<file path="config.mk">
export PLATFORM = sky130hd
export DESIGN_NAME = slumberCtl
export DESIGN_NICKNAME = d
export VERILOG_FILES = /design/src/rtl/pmPkg.sv /design/src/rtl/pmDatapath.sv /design/src/rtl/pmControl.sv /design/src/rtl/slumberCtl.sv
export SDC_FILE = /design/constraint.sdc
export NUM_CORES = 1
export LEC_CHECK = 0
export BUFFER_PORTS_ARGS = -buffer_cell sky130_fd_sc_hd__buf_2
export CAP_MARGIN = 10
export CELL_PAD_IN_SITES_DETAIL_PLACEMENT = 0
export CELL_PAD_IN_SITES_GLOBAL_PLACEMENT = 1
export CORE_UTILIZATION = 23
export CTS_CLUSTER_SIZE = 40
export DETAILED_ROUTE_END_ITERATION = 16
export PLACE_DENSITY = 0.68
export SYNTH_ARGS = -nofsm -noshare
export SYNTH_HDL_FRONTEND = slang
export SYNTH_SLANG_ARGS = --single-unit
</file>
<file path="constraint.sdc">
create_clock -name clk -period 1.7 [get_ports clk]
set_clock_uncertainty 0.15 [all_clocks]
set_input_delay 0.425 -clock clk [delete_from_list [all_inputs] [get_ports clk]]
set_output_delay 0.425 -clock clk [all_outputs]
set_load 0.005 [all_outputs]
</file>
<file path="src/rtl/pmPkg.sv">
package pmPkg;
  typedef enum logic [1:0] {
    ST_RUN    = 2'd0,
    ST_SLEEP  = 2'd1,
    ST_WAIT   = 2'd2,
    ST_RESUME = 2'd3
  } pmState_t;

  typedef struct packed {
    logic enterSleep;
    logic wakeStart;
    logic captureCause;
    logic fireReset;
    logic fireIsr;
  } pmStrobe_t;
endpackage

</file>
<file path="src/rtl/pmDatapath.sv">
module pmDatapath
  import pmPkg::*;
#(
  parameter int INT_W     = 8,
  parameter int PRIM_CNT  = 4,
  parameter int CLKSW_IDX = 2
) (
  input  logic             clk,
  input  logic             rstN,
  input  logic [INT_W-1:0] intEn,
  input  logic [INT_W-1:0] intFlag,
  input  logic             periphEn,
  input  logic             extRstPin,
  input  logic             extRstEn,
  input  logic             borTrip,
  input  logic             borEn,
  input  logic             lpborTrip,
  input  logic             lpborEn,
  input  logic             porTrip,
  input  logic             wdtExpire,
  input  logic             wdtEn,
  input  logic             memReady,
  input  logic             oscReady,
  input  logic             borReady,
  input  pmStrobe_t        strobe,
  output logic             intPending,
  output logic             resetEvt,
  output logic             allReady,
  output logic             causeReset,
  output logic             toBit,
  output logic             pdBit,
  output logic             wdtClear,
  output logic             resetReq,
  output logic             isrReq
);
  logic [INT_W-1:0] qualified;
  logic             wdtEvt;
  logic             causeWdt;

  for (genvar i = 0; i < INT_W; i++) begin : g_qual
    if (i == CLKSW_IDX) begin : g_clksw
      assign qualified[i] = 1'b0;
    end else if (i < PRIM_CNT) begin : g_prim
      assign qualified[i] = intEn[i] & intFlag[i];
    end else begin : g_periph
      assign qualified[i] = intEn[i] & intFlag[i] & periphEn;
    end
  end

  assign intPending = |qualified;
  assign wdtEvt     = wdtExpire & wdtEn;
  assign resetEvt   = (extRstPin & extRstEn) | (borTrip & borEn) |
                      (lpborTrip & lpborEn) | porTrip | wdtEvt;
  assign allReady   = memReady & oscReady & (borReady | ~borEn);

  always_ff @(posedge clk) begin
    if (!rstN) begin
      causeReset <= 1'b0;
      causeWdt   <= 1'b0;
      toBit      <= 1'b1;
      pdBit      <= 1'b1;
      wdtClear   <= 1'b0;
      resetReq   <= 1'b0;
      isrReq     <= 1'b0;
    end else begin
      wdtClear <= strobe.wakeStart;
      resetReq <= strobe.fireReset;
      isrReq   <= strobe.fireIsr;
      if (strobe.wakeStart) begin
        causeReset <= resetEvt;
        causeWdt   <= wdtEvt;
      end else if (strobe.captureCause) begin
        causeReset <= causeReset | resetEvt;
        causeWdt   <= causeWdt | wdtEvt;
      end
      if (strobe.enterSleep) begin
        pdBit <= 1'b0;
        toBit <= 1'b1;
      end
      if (strobe.fireReset) begin
        pdBit      <= 1'b1;
        toBit      <= ~(wdtEvt | causeWdt);
        causeWdt   <= 1'b0;
        causeReset <= 1'b1;
      end
    end
  end

  p_sleep_pd_r2: assert property (@(posedge clk) disable iff (!rstN)
    strobe.enterSleep |=> (!pdBit && toBit));
  p_wdtclr_once_r5: assert property (@(posedge clk) disable iff (!rstN)
    wdtClear |=> !wdtClear);
  p_isr_once_r7: assert property (@(posedge clk) disable iff (!rstN)
    isrReq |=> !isrReq);
  p_reset_status_r8: assert property (@(posedge clk) disable iff (!rstN)
    resetReq |-> pdBit);
endmodule

</file>
<file path="src/rtl/pmControl.sv">
module pmControl
  import pmPkg::*;
(
  input  logic      clk,
  input  logic      rstN,
  input  logic      sleepReq,
  input  logic      globalEn,
  input  logic      intPending,
  input  logic      resetEvt,
  input  logic      allReady,
  input  logic      causeReset,
  output pmStrobe_t strobe,
  output logic      coreHalt
);
  pmState_t state, stateNext;

  always_comb begin
    stateNext = state;
    strobe    = '0;
    unique case (state)
      ST_RUN: begin
        if (resetEvt) begin
          strobe.fireReset = 1'b1;
        end else if (sleepReq && !intPending) begin
          strobe.enterSleep = 1'b1;
          stateNext         = ST_SLEEP;
        end
      end
      ST_SLEEP: begin
        if (resetEvt || intPending) begin
          strobe.wakeStart = 1'b1;
          stateNext        = ST_WAIT;
        end
      end
      ST_WAIT: begin
        strobe.captureCause = 1'b1;
        if (allReady) begin
          if (causeReset || resetEvt) begin
            strobe.fireReset = 1'b1;
            stateNext        = ST_RUN;
          end else begin
            stateNext = ST_RESUME;
          end
        end
      end
      ST_RESUME: begin
        strobe.fireIsr = globalEn;
        stateNext      = ST_RUN;
      end
      default: stateNext = ST_RUN;
    endcase
  end

  always_ff @(posedge clk) begin
    if (!rstN) state <= ST_RUN;
    else       state <= stateNext;
  end

  assign coreHalt = (state == ST_SLEEP) || (state == ST_WAIT);

  p_enter_halt_r2: assert property (@(posedge clk) disable iff (!rstN)
    (state == ST_RUN && sleepReq && !intPending && !resetEvt) |=> coreHalt);
  p_noop_r3: assert property (@(posedge clk) disable iff (!rstN)
    (state == ST_RUN && sleepReq && intPending) |=> !coreHalt);
  p_gate_r6: assert property (@(posedge clk) disable iff (!rstN)
    (state == ST_WAIT && !allReady) |=> coreHalt);
  p_resume_one_r7: assert property (@(posedge clk) disable iff (!rstN)
    (state == ST_RESUME) |=> (state == ST_RUN));
endmodule

</file>
<file path="src/rtl/slumberCtl.sv">
module slumberCtl
  import pmPkg::*;
#(
  parameter int INT_W     = 8,
  parameter int PRIM_CNT  = 4,
  parameter int CLKSW_IDX = 2
) (
  input  logic             clk,
  input  logic             rstN,
  input  logic             sleepReq,
  input  logic [INT_W-1:0] intEn,
  input  logic [INT_W-1:0] intFlag,
  input  logic             periphEn,
  input  logic             globalEn,
  input  logic             extRstPin,
  input  logic             extRstEn,
  input  logic             borTrip,
  input  logic             borEn,
  input  logic             lpborTrip,
  input  logic             lpborEn,
  input  logic             porTrip,
  input  logic             wdtExpire,
  input  logic             wdtEn,
  input  logic             memReady,
  input  logic             oscReady,
  input  logic             borReady,
  output logic             coreHalt,
  output logic             wdtClear,
  output logic             toBit,
  output logic             pdBit,
  output logic             resetReq,
  output logic             isrReq,
  output logic             wakeWasReset
);
  pmStrobe_t strobe;
  logic      intPending;
  logic      resetEvt;
  logic      allReady;
  logic      causeReset;

  pmControl u_ctrl (
    .clk        (clk),
    .rstN       (rstN),
    .sleepReq   (sleepReq),
    .globalEn   (globalEn),
    .intPending (intPending),
    .resetEvt   (resetEvt),
    .allReady   (allReady),
    .causeReset (causeReset),
    .strobe     (strobe),
    .coreHalt   (coreHalt)
  );

  pmDatapath #(
    .INT_W     (INT_W),
    .PRIM_CNT  (PRIM_CNT),
    .CLKSW_IDX (CLKSW_IDX)
  ) u_data (
    .clk        (clk),
    .rstN       (rstN),
    .intEn      (intEn),
    .intFlag    (intFlag),
    .periphEn   (periphEn),
    .extRstPin  (extRstPin),
    .extRstEn   (extRstEn),
    .borTrip    (borTrip),
    .borEn      (borEn),
    .lpborTrip  (lpborTrip),
    .lpborEn    (lpborEn),
    .porTrip    (porTrip),
    .wdtExpire  (wdtExpire),
    .wdtEn      (wdtEn),
    .memReady   (memReady),
    .oscReady   (oscReady),
    .borReady   (borReady),
    .strobe     (strobe),
    .intPending (intPending),
    .resetEvt   (resetEvt),
    .allReady   (allReady),
    .causeReset (causeReset),
    .toBit      (toBit),
    .pdBit      (pdBit),
    .wdtClear   (wdtClear),
    .resetReq   (resetReq),
    .isrReq     (isrReq)
  );

  assign wakeWasReset = causeReset;
endmodule

</file>
==> impl_metrics.tcl, run 1 <==
set metrics [dict create \
    portBuffers 37 \
    path_delay_family "flip-flops" \
    synth_seq_area_share_pct 32.95 \
    slowest_stage "dfxtp_2" \
    tightest_slew_ns 0.3226 \
    track_usage_pct 13.73 \
    vias 658 \
    grt_pass1_wl_um 2697 \
    relSlewSlack_pct 78.49 \
    synth_top_family_by_area "compound AO/OA/AOI/OAI gates" \
    root_buffer "clkbuf_4" \
    design_area_um2 965.9 \
    ctsHtreeMaxLevel 1 \
    yosys.area_share.simple_pct 20.59 \
    hold_viol_final 0 \
    netlist_area_um2 546.8 \
    worst_setup_path_start_kind "register" \
    n_antenna_cell 0 \
    drtIter0Drc 9 \
    crit_fanout 2 \
    critPathMaxStageDelay_ns 0.34 \
    wirelength_um 1570 \
    holdWs_ns 0.2584 \
    setup_viol 0 \
    endpoint_kind "output port" \
    synthAdderAreaFrac_pct 9.153 \
    drtAntennaViolNets 0 \
    maxSlewViolCount 0 \
    worst-setup-path-type "register to output port" \
    final_common_cell "buf_2" \
    cts_tree "built" \
    drive_gt1_share_pct 60.00 \
    clock_latency_ns 0.27 \
    syn_to_final_growth_pct 76.66 \
    start_util_pct 24.48 \
    nNetsFinal 153 \
    synth_xor_area_share_pct 0 \
    core_um2 2233 \
    place_inst 138 \
    die_height_um 50.76 \
    synth_compound_area_share_pct 33.18 \
    dp_hpwl_um 1216 \
    num_rows 17 \
    outcome "completed" \
    avgSynthCellArea_um2 8.964 \
    hp-class "input pin to register" \
    dieArea_um2 2576 \
    dr.pass1.iters 4 \
    final_util_pct 43.25 \
    yosys_warnings 0 \
    synth_fp_nets 98 \
    vias_per_cell 4.601 \
    power_mw 0.8423 \
    die_width_um 50.76 \
    grt_max_degree 9 \
    overflow 0 \
    period_needed_ns 1.664 \
    cap_viol_max_count 0 \
    crit_required_ns 1.12 \
    layout.cells.non_filler 143 \
    leakagePower_nw 0.4842 \
    timing.final.crit_share_pct 97.90 \
    place_area_um2 859.6 \
    cts_sinks 9 \
    powerDensity_nw_per_um2 872.0 \
    grt_pass1_vias 685 \
    grt_antenna_before_repair 0 \
    synth_cell_type_count 28 \
    clk_path_buf_depth 2 \
    gp_congestion 0.7112 \
    wire_per_inst_um 10.98 \
    crit_arrival_ns 1.09 \
    ys_ff_latch 9 \
    fmax_ghz 0.6008 \
    worst-path-buf-inv 3 \
    synth.area.mux_share_pct 0 \
    netlist_instances 61 \
    mostFrequentLayoutCells "buf_2 (35), buf_4 (12), dfxtp_1 (7), a22oi_1 (5)" \
    clk_pin_slew_ns 0.07 \
    drc 0 \
    rsz0062_at_grt "yes" \
    ios 40 \
    ir_worst_vdd_mv 0.7421 \
    numCtsBuffers 3 \
    cp_cell_sequence "inv_2 -> buf_6 -> ha_4 -> buf_6" \
    cpMostUsedCell "buf_6" \
]
[stage by stage]
stage	setup TNS, ns	worst slack (ns)
2_1_floorplan	-0.03705	-0.03705
3_3_place_gp	-0.8356	-0.2078
3_5_place_dp	-0.8517	-0.2072
4_1_cts	0	0.003499
5_1_grt	-0.04145	-0.02802
6_report	0	0.03564
[power breakdown]
group / internal, mW / switching (mW)
sequential: 0.241 / 0.0133
combinational: 0.246 / 0.172
clock: 0.0905 / 0.0797
[synthesized netlist by cell type]
library cell,number,share of area [%]
a211o_2,1,1.8
ha_1,4,9.2
o31a_1,2,3.2
and2_2,1,1.4
o31ai_1,1,1.4
a21oi_1,3,2.7
or3b_2,1,1.6
nor2_1,2,1.4
a222oi_1,1,1.8
a211oi_1,1,1.4
o211ai_1,1,1.4
nor3b_1,1,1.4
o21bai_1,1,1.4
a22oi_1,5,6.9
a21boi_0,1,1.4
nand4_1,1,1.1
inv_1,6,4.1
and3_1,3,3.4
o32ai_1,1,1.6
nor2b_1,2,2.3
nand3_1,1,0.91
and3b_2,1,1.8
nand2_1,4,2.7
o21ai_0,4,3.7
o2bb2ai_2,1,2.7
o32a_1,1,1.8
dfxtp_1,9,33
nand2b_4,1,2.5
[cell type report]
type	count	area [µm²]
Clock buffer	4	26.28
Fill cell	232	1267
Inverter	6	22.52
Multi-Input combinational cell	46	400.4
Sequential cell	9	182.7
Tap cell	28	35.03
Timing Repair Buffer	50	299.0
[worst reg2reg max path: stages, from the launching register on]
cell and delay (ns):
dfxtp_2 0.34, inv_2 0.04, ha_2 0.18, buf_4 0.15
o21ai_2 0.08, o31ai_4 0.10, buf_4 0.16, a211oi_2 0.24
o32ai_1 0.10
[path summary, 6_finish.rpt]
check                                startpoint               to  slack, ns  cells after the start
worst max-delay path            u_ctrl.state[0]         coreHalt       0.04                      4
worst min-delay path                   globalEn    u_data.isrReq       0.26                      2
worst max register to register  u_ctrl.state[0]  u_ctrl.state[1]       0.04                      8
worst min register to register     u_data.pdBit     u_data.pdBit       0.32                      2
[timing repair]
action,in CTS,in global routing
hold buffers,0,0
endpoints found under the setup margin,4,4
pin swaps,1,1
gates resized for setup,6,10
buffers inserted,0,1
[registers in the layout (all words and copies together), names as in the netlist]
signal             flops
u_ctrl.state           2
u_data.causeReset      1
u_data.causeWdt        1
u_data.isrReq          1
u_data.pdBit           1
u_data.resetReq        1
u_data.toBit           1
u_data.wdtClear        1
[per-layer routing]
| metal | part of all wire, % | wire length (µm) | global-route usage, % | up-vias |
|---|---|---|---|---|
| met4 | 0 | 0 | 0 | 0 |
| met3 | 5.9 | 93 | 6.364 | 0 |
| met1 | 41 | 642 | 14.36 | 295 |
| met5 | 0 | 0 | 0 | - |
| li1 | - | - | - | 343 |
| met2 | 53 | 834 | 26.22 | 20 |
[logic make-up after synthesis]
logic type	count (synthesis)
buf+inv	6
fa+ha+maj	4
flops	9
compound gates	24
simple gates	18
Power figures use the tool's default switching activity.
==> run 2: changes to the inputs <==
GPL_TIMING_DRIVEN = 0   (was default)
==> run 2 against run 1 <==
Power decreased by 11%. Sequential power increased by 2%. Maximum frequency is 1.1% lower. Utilization fell by 3.5 points. Critical path type is now input pin to register. Critical endpoint is now u_data.toBit.
==> impl_metrics.tcl, run 2 (synthesis results as in run 1) <==
set metrics [dict create \
    hp-class "input pin to register" \
    critPathMaxStageDelay_ns 0.37 \
    dr.pass1.iters 4 \
    outcome "completed" \
    track_usage_pct 12.81 \
    num_rows 17 \
    portBuffers 37 \
    path_delay_family "compound AO/OA/AOI/OAI gates" \
    setup_viol 0 \
    power_mw 0.7504 \
    crit_required_ns 1.70 \
    place_inst 126 \
    overflow 0 \
    mostFrequentLayoutCells "buf_2 (35), dfxtp_1 (7), a22oi_1 (5)" \
    cts_tree "built" \
    gp_congestion 0.7257 \
    drc 0 \
    powerDensity_nw_per_um2 844.7 \
    grt_pass1_wl_um 2490 \
    dieArea_um2 2576 \
    worst_setup_path_start_kind "input pin" \
    ios 40 \
    regMostFlops "u_ctrl.state" \
    finalSetupTns_ns 0 \
    cp_cell_sequence "buf_6 -> a222oi_1 -> and3b_2 -> o2bb2ai_4 -> nand2b_4 -> o32a_1" \
    syn_to_final_growth_pct 62.47 \
    timing.final.crit_share_pct 98.95 \
    grt_max_degree 9 \
    slowest_stage "a222oi_1" \
    largest_reg_flops 2 \
    rsz0062_at_grt "yes" \
    start_util_pct 24.48 \
    drtAntennaViolNets 0 \
    die_width_um 50.76 \
    root_buffer "clkbuf_4" \
    final_common_cell "buf_2" \
    fmax_ghz 0.5945 \
    core_um2 2233 \
    clk_pin_slew_ns 0.06 \
    crit_fanout 3 \
    drtIter0Drc 13 \
    relSlewSlack_pct 69.31 \
    vias_per_cell 4.739 \
    clock_latency_ns 0.26 \
    grt_pass1_vias 618 \
    endpoint_kind "register" \
    nNetsFinal 144 \
    tightest_slew_ns 0.4594 \
    clk_path_buf_depth 2 \
    worst-path-buf-inv 1 \
    cts_sinks 9 \
    die_height_um 50.76 \
    layout.cells.non_filler 134 \
    hold_viol_final 0 \
    ctsHtreeMaxLevel 1 \
    vias 635 \
    n_antenna_cell 0 \
    dp_hpwl_um 1156 \
    wirelength_um 1463 \
    cap_viol_max_count 0 \
    maxSlewViolCount 0 \
    wire_per_inst_um 10.92 \
    period_needed_ns 1.682 \
    cts_hold_buf 0 \
    worst-setup-path-type "input pin to register" \
    grt_antenna_before_repair 0 \
    leakagePower_nw 0.4381 \
    ir_worst_vdd_mv 0.5310 \
    numCtsBuffers 3 \
    crit_arrival_ns 1.68 \
    drive_gt1_share_pct 53.77 \
]
-- run 2: final timing paths --
check	startpoint	endpoint	slack, ns	cells after the start
setup / recovery	wdtEn	u_data.toBit	0.02	6
hold / removal	globalEn	u_data.isrReq	0.24	2
setup reg to reg	u_ctrl.state[0]	u_data.causeWdt	0.04	7
hold reg to reg	u_data.pdBit	u_data.pdBit	0.30	2
-- run 2: power breakdown --
| part | total, mW | leakage (nW) | internal, mW | switching [mW] |
|---|---|---|---|---|
| registers | 0.260 | 0.0751 | 0.243 | 0.0170 |
| clock network | 0.168 | 0.0150 | 0.0906 | 0.0773 |
| logic | 0.323 | 0.348 | 0.176 | 0.147 |
-- run 2: final cells by class --
cell class / count / area (µm²)
tap: 28 / 35.03
multi-input combinational: 46 / 389.1
sequential: 9 / 187.7
clock buffer: 4 / 26.28
inverter: 6 / 22.52
timing repair buffer: 41 / 227.7
fill: 242 / 1345
-- run 2: timing repair --
action                                  in CTS  in global routing
endpoints found under the setup margin       5                  4
endpoints found under the hold margin        0                  0
pin swaps                                    1                  2
setup buffers                                0                  4
gates resized for setup                      6                  8
-- run 2: per-stage QoR --
step	worst slack (ns)	area, µm²	util (%)	hold slack [ns]
after floorplan	-0.03705	549.3	-	0.2997
after global placement	-0.3348	769.5	34.45	0.2925
after detailed placement	-0.3093	769.5	34.45	0.3006
after CTS	0.005237	815.8	36.53	0.2467
after global routing	-0.04817	888.4	39.78	0.2425
final	0.01787	888.4	39.78	0.2441
-- run 2: metal layers --
layer  part of all wire [%]  vias up  global-route usage, %
met3                    6.3        0                  6.667
met2                     53       19                  23.33
li1                       -      320                      -
met4                      0        0                      0
met1                     41      296                  13.87
met5                      0        -                      0
-- run 2: worst register-to-register path: stages (launching register included) --
cell	delay, ns
dfxtp_4	0.35
inv_2	0.08
ha_4	0.16
or3b_4	0.40
o2bb2ai_4	0.13
nand2b_4	0.14
buf_4	0.10
a21oi_1	0.03
